### src/rtl/trc_pkg.sv
package trc_pkg;

    localparam int unsigned XLEN = 64;
    localparam int unsigned CLS_W = 4;

    typedef enum logic [CLS_W-1:0] {
        CLS_NONE   = 4'd0,
        CLS_ALU    = 4'd1,
        CLS_LOAD   = 4'd2,
        CLS_STORE  = 4'd3,
        CLS_BR     = 4'd4,
        CLS_BCOND  = 4'd5,
        CLS_BCREG  = 4'd6,
        CLS_RFI    = 4'd7,
        CLS_ICINV  = 4'd8,
        CLS_ICTCH  = 4'd9,
        CLS_DCTCH  = 4'd10,
        CLS_DCSTO  = 4'd11,
        CLS_DCFLS  = 4'd12,
        CLS_DCZERO = 4'd13,
        CLS_DCTST  = 4'd14,
        CLS_RSVD   = 4'd15
    } insn_class_e;

    typedef struct packed {
        logic is_branch;
        logic is_rfi;
        logic ld_like;
        logic st_like;
    } class_info_t;

    // big-endian bit numbers of the machine state and status words
    localparam int unsigned BE_SF   = 0;
    localparam int unsigned BE_EE   = 48;
    localparam int unsigned BE_PR   = 49;
    localparam int unsigned BE_STEP = 53;
    localparam int unsigned BE_BRTR = 54;
    localparam int unsigned BE_IR   = 58;
    localparam int unsigned BE_DR   = 59;
    localparam int unsigned BE_RI   = 62;
    localparam int unsigned BE_LE   = 63;
    localparam int unsigned BE_TRC  = 33;
    localparam int unsigned BE_LD   = 35;
    localparam int unsigned BE_ST   = 36;

    function automatic int unsigned be_idx(input int unsigned k);
        return XLEN - 1 - k;
    endfunction

endpackage

### src/rtl/trc_classify.sv
module trc_classify
    import trc_pkg::*;
(
    input  logic [CLS_W-1:0] cls,
    output class_info_t      info
);
    insn_class_e c;

    always_comb begin
        c = insn_class_e'(cls);
        info = '0;
        unique case (c)
            CLS_BR, CLS_BCOND, CLS_BCREG: info.is_branch = 1'b1;
            CLS_RFI:                      info.is_rfi    = 1'b1;
            CLS_LOAD, CLS_ICINV, CLS_ICTCH,
            CLS_DCTCH, CLS_DCSTO, CLS_DCFLS: info.ld_like = 1'b1;
            CLS_STORE, CLS_DCZERO, CLS_DCTST: info.st_like = 1'b1;
            default: info = '0;
        endcase
    end
endmodule

### src/rtl/trc_status.sv
module trc_status
    import trc_pkg::*;
#(
    parameter int unsigned W = XLEN
) (
    input  class_info_t prev,
    output logic [W-1:0] word
);
    localparam int unsigned I_TRC = W - 1 - BE_TRC;
    localparam int unsigned I_LD  = W - 1 - BE_LD;
    localparam int unsigned I_ST  = W - 1 - BE_ST;

    always_comb begin
        word = '0;
        word[I_TRC] = 1'b1;
        if (prev.ld_like)
            word[I_LD] = 1'b1;
        else if (prev.st_like)
            word[I_ST] = 1'b1;
    end
endmodule

### src/rtl/trc_msr_entry.sv
module trc_msr_entry
    import trc_pkg::*;
#(
    parameter int unsigned W = XLEN
) (
    input  logic [W-1:0] cur,
    output logic [W-1:0] nxt
);
    localparam int unsigned NCLR = 7;
    localparam int unsigned CLR_BE [NCLR] = '{BE_EE, BE_PR, BE_STEP, BE_BRTR, BE_IR, BE_DR, BE_RI};

    logic [W-1:0] clr_mask;
    logic [W-1:0] set_mask;

    generate
        for (genvar g = 0; g < W; g++) begin : g_mask
            localparam int unsigned BE = W - 1 - g;
            always_comb begin
                clr_mask[g] = 1'b0;
                for (int j = 0; j < NCLR; j++)
                    if (CLR_BE[j] == BE) clr_mask[g] = 1'b1;
                set_mask[g] = (BE == BE_SF) || (BE == BE_LE);
            end
        end
    endgenerate

    assign nxt = (cur & ~clr_mask) | set_mask;
endmodule

### src/rtl/trc_unit.sv
module trc_unit
    import trc_pkg::*;
#(
    parameter int unsigned W          = XLEN,
    parameter logic [W-1:0] TRACE_VEC = 'h0D00
) (
    input  logic             clk,
    input  logic             rst,
    input  logic             insn_valid,
    input  logic [CLS_W-1:0] insn_class,
    input  logic [W-1:0]     msr_in,
    input  logic             irq_pending,
    output logic             insn_done,
    output logic             trace_taken,
    output logic             irq_taken,
    output logic             redirect_valid,
    output logic [W-1:0]     redirect_addr,
    output logic [W-1:0]     status_word,
    output logic             msr_wr,
    output logic [W-1:0]     msr_new
);
    localparam int unsigned I_STEP = W - 1 - BE_STEP;
    localparam int unsigned I_BRTR = W - 1 - BE_BRTR;

    logic        pend_q, save_q;
    class_info_t prev_q;
    class_info_t cur_info;
    logic        arm;

    trc_classify u_cls (.cls(insn_class), .info(cur_info));
    trc_status #(.W(W)) u_stat (.prev(prev_q), .word(status_word));
    trc_msr_entry #(.W(W)) u_msr (.cur(msr_in), .nxt(msr_new));

    // priority: save cycle, armed trace, interrupt, normal completion
    always_comb begin
        msr_wr      = save_q;
        trace_taken = !save_q && insn_valid && pend_q;
        irq_taken   = !save_q && insn_valid && !pend_q && irq_pending;
        insn_done   = !save_q && insn_valid && !pend_q && !irq_pending;
        arm = insn_done && !cur_info.is_rfi &&
              (msr_in[I_STEP] || (msr_in[I_BRTR] && cur_info.is_branch));
    end

    assign redirect_valid = trace_taken;
    assign redirect_addr  = trace_taken ? TRACE_VEC : '0;

    always_ff @(posedge clk) begin
        if (rst) begin
            pend_q <= 1'b0;
            save_q <= 1'b0;
            prev_q <= '0;
        end else begin
            save_q <= trace_taken || irq_taken;
            if (save_q)
                pend_q <= 1'b0;
            else if (trace_taken)
                pend_q <= 1'b0;
            else if (insn_done)
                pend_q <= arm;
            if (insn_done)
                prev_q <= cur_info;
        end
    end

    p_trace_prio_r6: assert property (@(posedge clk) disable iff (rst)
        trace_taken |-> !irq_taken);
    p_one_outcome_r9: assert property (@(posedge clk) disable iff (rst)
        $onehot0({trace_taken, irq_taken, insn_done, msr_wr}));
    p_vector_r2: assert property (@(posedge clk) disable iff (rst)
        trace_taken |-> (redirect_valid && redirect_addr == TRACE_VEC));
    p_save_after_r8: assert property (@(posedge clk) disable iff (rst)
        (trace_taken || irq_taken) |=> msr_wr);
    p_save_clears_r8: assert property (@(posedge clk) disable iff (rst)
        msr_wr |=> !pend_q);
    p_rfi_quiet_r4: assert property (@(posedge clk) disable iff (rst)
        (insn_done && insn_class == CLS_RFI) |=> !pend_q);
    p_hold_r5: assert property (@(posedge clk) disable iff (rst)
        (!insn_valid && !msr_wr) |=> $stable(pend_q));
    p_status_r7: assert property (@(posedge clk) disable iff (rst)
        trace_taken |-> $countones(status_word) inside {1, 2});
endmodule

### config.mk
export PLATFORM = sky130hd
export DESIGN_NAME = trc_unit
export DESIGN_NICKNAME = d
export VERILOG_FILES = /design/src/rtl/trc_pkg.sv /design/src/rtl/trc_classify.sv /design/src/rtl/trc_status.sv /design/src/rtl/trc_msr_entry.sv /design/src/rtl/trc_unit.sv
export SDC_FILE = /design/constraint.sdc
export NUM_CORES = 1
export LEC_CHECK = 0
export BUFFER_PORTS_ARGS = -buffer_cell sky130_fd_sc_hd__buf_2
export CAP_MARGIN = 25
export CORE_AREA = 2 2 105 107
export CTS_CLUSTER_SIZE = 30
export DETAILED_ROUTE_END_ITERATION = 10
export DIE_AREA = 0 0 107 109
export HOLD_SLACK_MARGIN = 0.15
export PLACE_DENSITY_LB_ADDON = 0.15
export SYNTH_ARGS = -nofsm -noshare
export SYNTH_HDL_FRONTEND = slang
export SYNTH_SLANG_ARGS = --single-unit
### constraint.sdc
create_clock -name clk -period 3.4 [get_ports clk]
set_clock_uncertainty 0.05 [all_clocks]
set_input_delay 0.17 -clock clk [delete_from_list [all_inputs] [get_ports clk]]
set_output_delay 0.17 -clock clk [all_outputs]
set_load 0.05 [all_outputs]
# Word level (Yosys, flattened, before mapping)
# Cells that the tools add are included.
# totals
register_bits	4
latchBits	0
mem_bits_rw	0
romBits	0
inputBits	72
wordCells	43
n_memories	0
# op_classes
n_addsub	0
mul	0
div	0
order_cmp	0
n_eq_ne	13
shifts	0
mux	8
n_bitwise	0
reduce_logical	18
# op_table
op	count
$eq 4x4->1 const B	7
$eq 4x3->1 const B	4
$mux 12	1
$reduce_or 3->1	3
$eq 4x2->1 const B	2
$logic_and 1x1->1	8
$mux 1	7
$reduce_or 6->1	1
$logic_not 1->1	4
$logic_or 1x1->1	2

# Longest topological paths before layout
# logic_depth
depth_word	6
mapped_depth	3
mapped_depth_nobuf	3

# By module
# A second synthesis with hierarchy kept.
# unflattened
cells_unflattened	231
area_unflattened_um2	1811.7
# by_module_without_submodules
module	instances	cells_each	area_per_inst_um2
trc_unit	1	89	754.5
trc_status	1	66	494.2
trc_msr_entry	1	66	488.0
trc_classify	1	10	75.1

# Worst setup path before layout
# Ideal clock, no wire load.
# synth_path
kind	reg2reg
start	reg save_q, in the netlist msr_wr
end	reg prev_q[0] (netlist bit)
setup_ps	91
arrival_ps	1568
required_ps	3259
slack_ps	1692
path_stages_with_launch	4
cell_sequence	dfxtp_1 > nor4b_4 > nor2_1 > a311oi_1
# synth_between
elab_chain_len	4
# synth_lines
item	line_no	rtl
start, declared	trc_unit.sv:25	logic pend_q, save_q;
start signal, assigned	trc_unit.sv:53	save_q <= trace_taken || irq_taken;
$logic_not 1->1	trc_unit.sv:39	insn_done = !save_q && insn_valid && !pend_q && !irq_pending;
$logic_and 1x1->1 (3 in series)	trc_unit.sv:39	
via insn_done	trc_unit.sv:13	output logic insn_done,
end signal, assigned	trc_unit.sv:61	prev_q <= cur_info;
end, declared	trc_unit.sv:26	class_info_t prev_q;
# The timed path passes the listed nets, and every way through them passes these cells.
# A chain may end at the register's enable or synchronous reset.

# Worst setup path in the final report
# layout_path
start	reg pend_q
end	out insn_done
# layout_between
elab_chain_len	3
# layout_lines
item	line_no	rtl
start, declared	trc_unit.sv:25	
start signal, assigned	trc_unit.sv:59	pend_q <= arm;
$logic_not 1->1	trc_unit.sv:39	
$logic_and 1x1->1 (2 in series)	trc_unit.sv:39	
end, declared	trc_unit.sv:13	
# Every way passes these cells.

==> impl_metrics.csv <==
group,metric,value,unit
cells_and_area,fillers,1261,
timing,timing.fmax,0.640,GHz
worst_setup_path,crit_chain,"nor4b_4 -> buf_2",
logic_synthesis,synth-seq-area-share,4.69,%
logic_synthesis,yosys_warnings,0,
logic_synthesis,syn_inst,221,
logic_synthesis,ys_seq_elements,4,
worst_setup_path,critPathRequiredTime,3180,ps
global_route,grt_pass1_wl,2.25,mm
floorplanning,ios,269,
logic_synthesis,synth_top_area_share,84.4,%
route,wl,2.02,mm
pwr,power_density,484,nW/µm²
floorplanning,core_area,10600,µm²
cts,clk_pin_slew,30,ps
cts,cts_setup_buffers,0,
cells_and_area,post-route-util,10.1,%
cts,cts_buffers,3,
cts,cts_tree,"done",
route,wl_per_cell,6.26,µm
worst_setup_path,cp_slowest_cell,"nor4b_4",
worst_setup_path,crit_fanout,5,
placement,dpl-instance-area,1020,µm²
route,drc,0,
cts,root_buffer,"clkbuf_8",
logic_synthesis,yosys-top-cells-area,"buf_4 84%, dfxtp_1 4.7%, nor4b_4 1.4%",
timing,slew_violations,0,
cells_and_area,layout.cells.most_common,"conb_1",
cts,insertion_delay,220,ps
logic_synthesis,synth_area,1710,µm²
cells_and_area,fin_nets,256,
global_route,grt_pass1_vias,432,
status,outcome,"finished, final reports clean",
worst_setup_path,crit_arrival,1340,ps
global_route,grt_max_degree,8,
cells_and_area,n_antenna_cell,0,
placement,hpwl,1.76,mm
timing,setup_viol,0,
timing,fin_crit_sh,46.0,%
floorplanning,die_x,107,µm
worst_setup_path,critPathMaxStageDelay,440,ps
cts,h-tree-depth,1,
worst_setup_path,crit_path_end_kind,"primary output",
route,ant_nets,0,
global_route,antenna_found_initial,0,
floorplanning,rows,38,
placement,io_buffers,19,
floorplanning,chipHeight,109,µm
cells_and_area,multiInputGateArea,674,µm²
floorplanning,initial_utilization,16.1,%
flow_run,cap_violations,0,
worst_setup_path,crit_path_start_kind,"register",
route,vias,715,
timing,period_minus_slack,1560,ps
timing,rsz0062_at_grt,"no",
global_route,grt_usage,2.52,%
route,drt-pass1-iter-count,3,
min_path,hold_path.class,"input port to register",
cells_and_area,seqCellArea,80.1,µm²
floorplanning,die_area,11700,µm²
route,via_per_inst,2.22,
cells_and_area,final_area,1080,µm²
cts,clock_path_buffers,2,
pwr,peakVddDrop,0.0811,mV
route,drt_iter0_drc,9,
cells_and_area,final_layout_size_suffix_gt1_share,13.7,%
timing,hold_violations,0,
worst_setup_path,worst-setup-path-type,"register to primary output",
cts,post_cts.resized_instances,0,
cells_and_area,area_growth,-37.0,%
timing,fin_setup_tns,0,ps
logic_synthesis,yosysUniqueCellTypes,18,
pwr,p_leak,0.636,nW
logic_synthesis,syn_avg_cell_area,7.73,µm²
logic_synthesis,synth_largest_area_cell,"buf_4",
cells_and_area,final_cell_mix,"132 x conb_1, 19 x buf_2, 6 x nor2_1",
cts,clock_sinks,4,
global_route,gr-total-overflow,0,
placement,gp_congestion,0.667,
registers in the layout, summed over array words and instances, names as in the netlist:
name,cells
prev_q,2
msr_wr,1
pend_q,1
timing repair:
action / in CTS / in global routing
hold buffers: 1 / 0
endpoints found under the setup margin: 0 / 0
endpoints found under the hold margin: 4 / 0
path summary, 6_finish.rpt:
check,startpoint,end,slack [ps],cells after the start
worst max-delay path,pend_q$_SDFFE_PP0P_,insn_done,1840,2
worst min-delay path,insn_valid,pend_q$_SDFFE_PP0P_,230,3
worst max register to register,pend_q$_SDFFE_PP0P_,prev_q[1]$_SDFFE_PP0P_,2170,3
worst min register to register,prev_q[0]$_SDFFE_PP0P_,prev_q[0]$_SDFFE_PP0P_,460,2
cell families (layout without fill, tap and decap cells):
family          Yosys count  in the layout  share of synthesized area (%)
compound gates            6              6                           2.78
buf+inv                 192             23                           84.4
simple gates             17             17                           7.69
flops                     4              4                           4.69
other cells               2            132                          0.440
per-layer routing:
| metal | global-route usage (%) | routed length (µm) | part of all wire (%) |
|---|---|---|---|
| met1 | 2.04 | 499 | 25 |
| met2 | 3.05 | 802 | 40 |
| met3 | 2.33 | 532 | 26 |
| met4 | 3.53 | 180 | 8.9 |
| met5 | 0 | 0 | 0 |
stage by stage:
stage                     power, W  std cells  hold WS [ps]  setup WS, ps
final                     0.000520        322           229          1840
after global routing      0.000539        322           263          1780
after detailed placement  0.000416        318           290          2050
after CTS                 0.000521        322           224          1820
after floorplan           0.000696        351           192          1690
after global placement    0.000417        318           290          2040
critical path, delay by kind of cell (launching register included):
kind                   cells  cell delay [ps]
and+or+nand+nor            1              440
DFF                        1              350
buffers and inverters      1              340
cells in the mapped netlist:
master	number
and4bb_2	1
nor3b_1	1
nand4b_1	2
nand2b_1	1
a211o_1	1
and3b_1	2
nor4b_4	1
o21ai_0	1
and3b_2	1
dfxtp_1	4
a311oi_1	2
o2111ai_1	1
a211oi_1	1
nor2b_1	1
nor2_1	6
or2b_1	1
conb_1	2
buf_4	192
cell type report:
type / instances / share of cell area, %
multi-input cells: 155 / 62.7
flip-flops and latches: 4 / 7.44
clock buffers: 3 / 3.84
repair buffers: 20 / 9.77
well taps: 140 / 16.3
where the power goes:
part / total [W] / internal [W] / switching [W] / leakage [nW]
sequential: 0.0000532 / 0.0000502 / 0.00000298 / 0.0328
combinational: 0.000366 / 0.0000161 / 0.000350 / 0.581
clock: 0.000101 / 0.0000756 / 0.0000256 / 0.0216
Power figures use the tool's default switching activity.
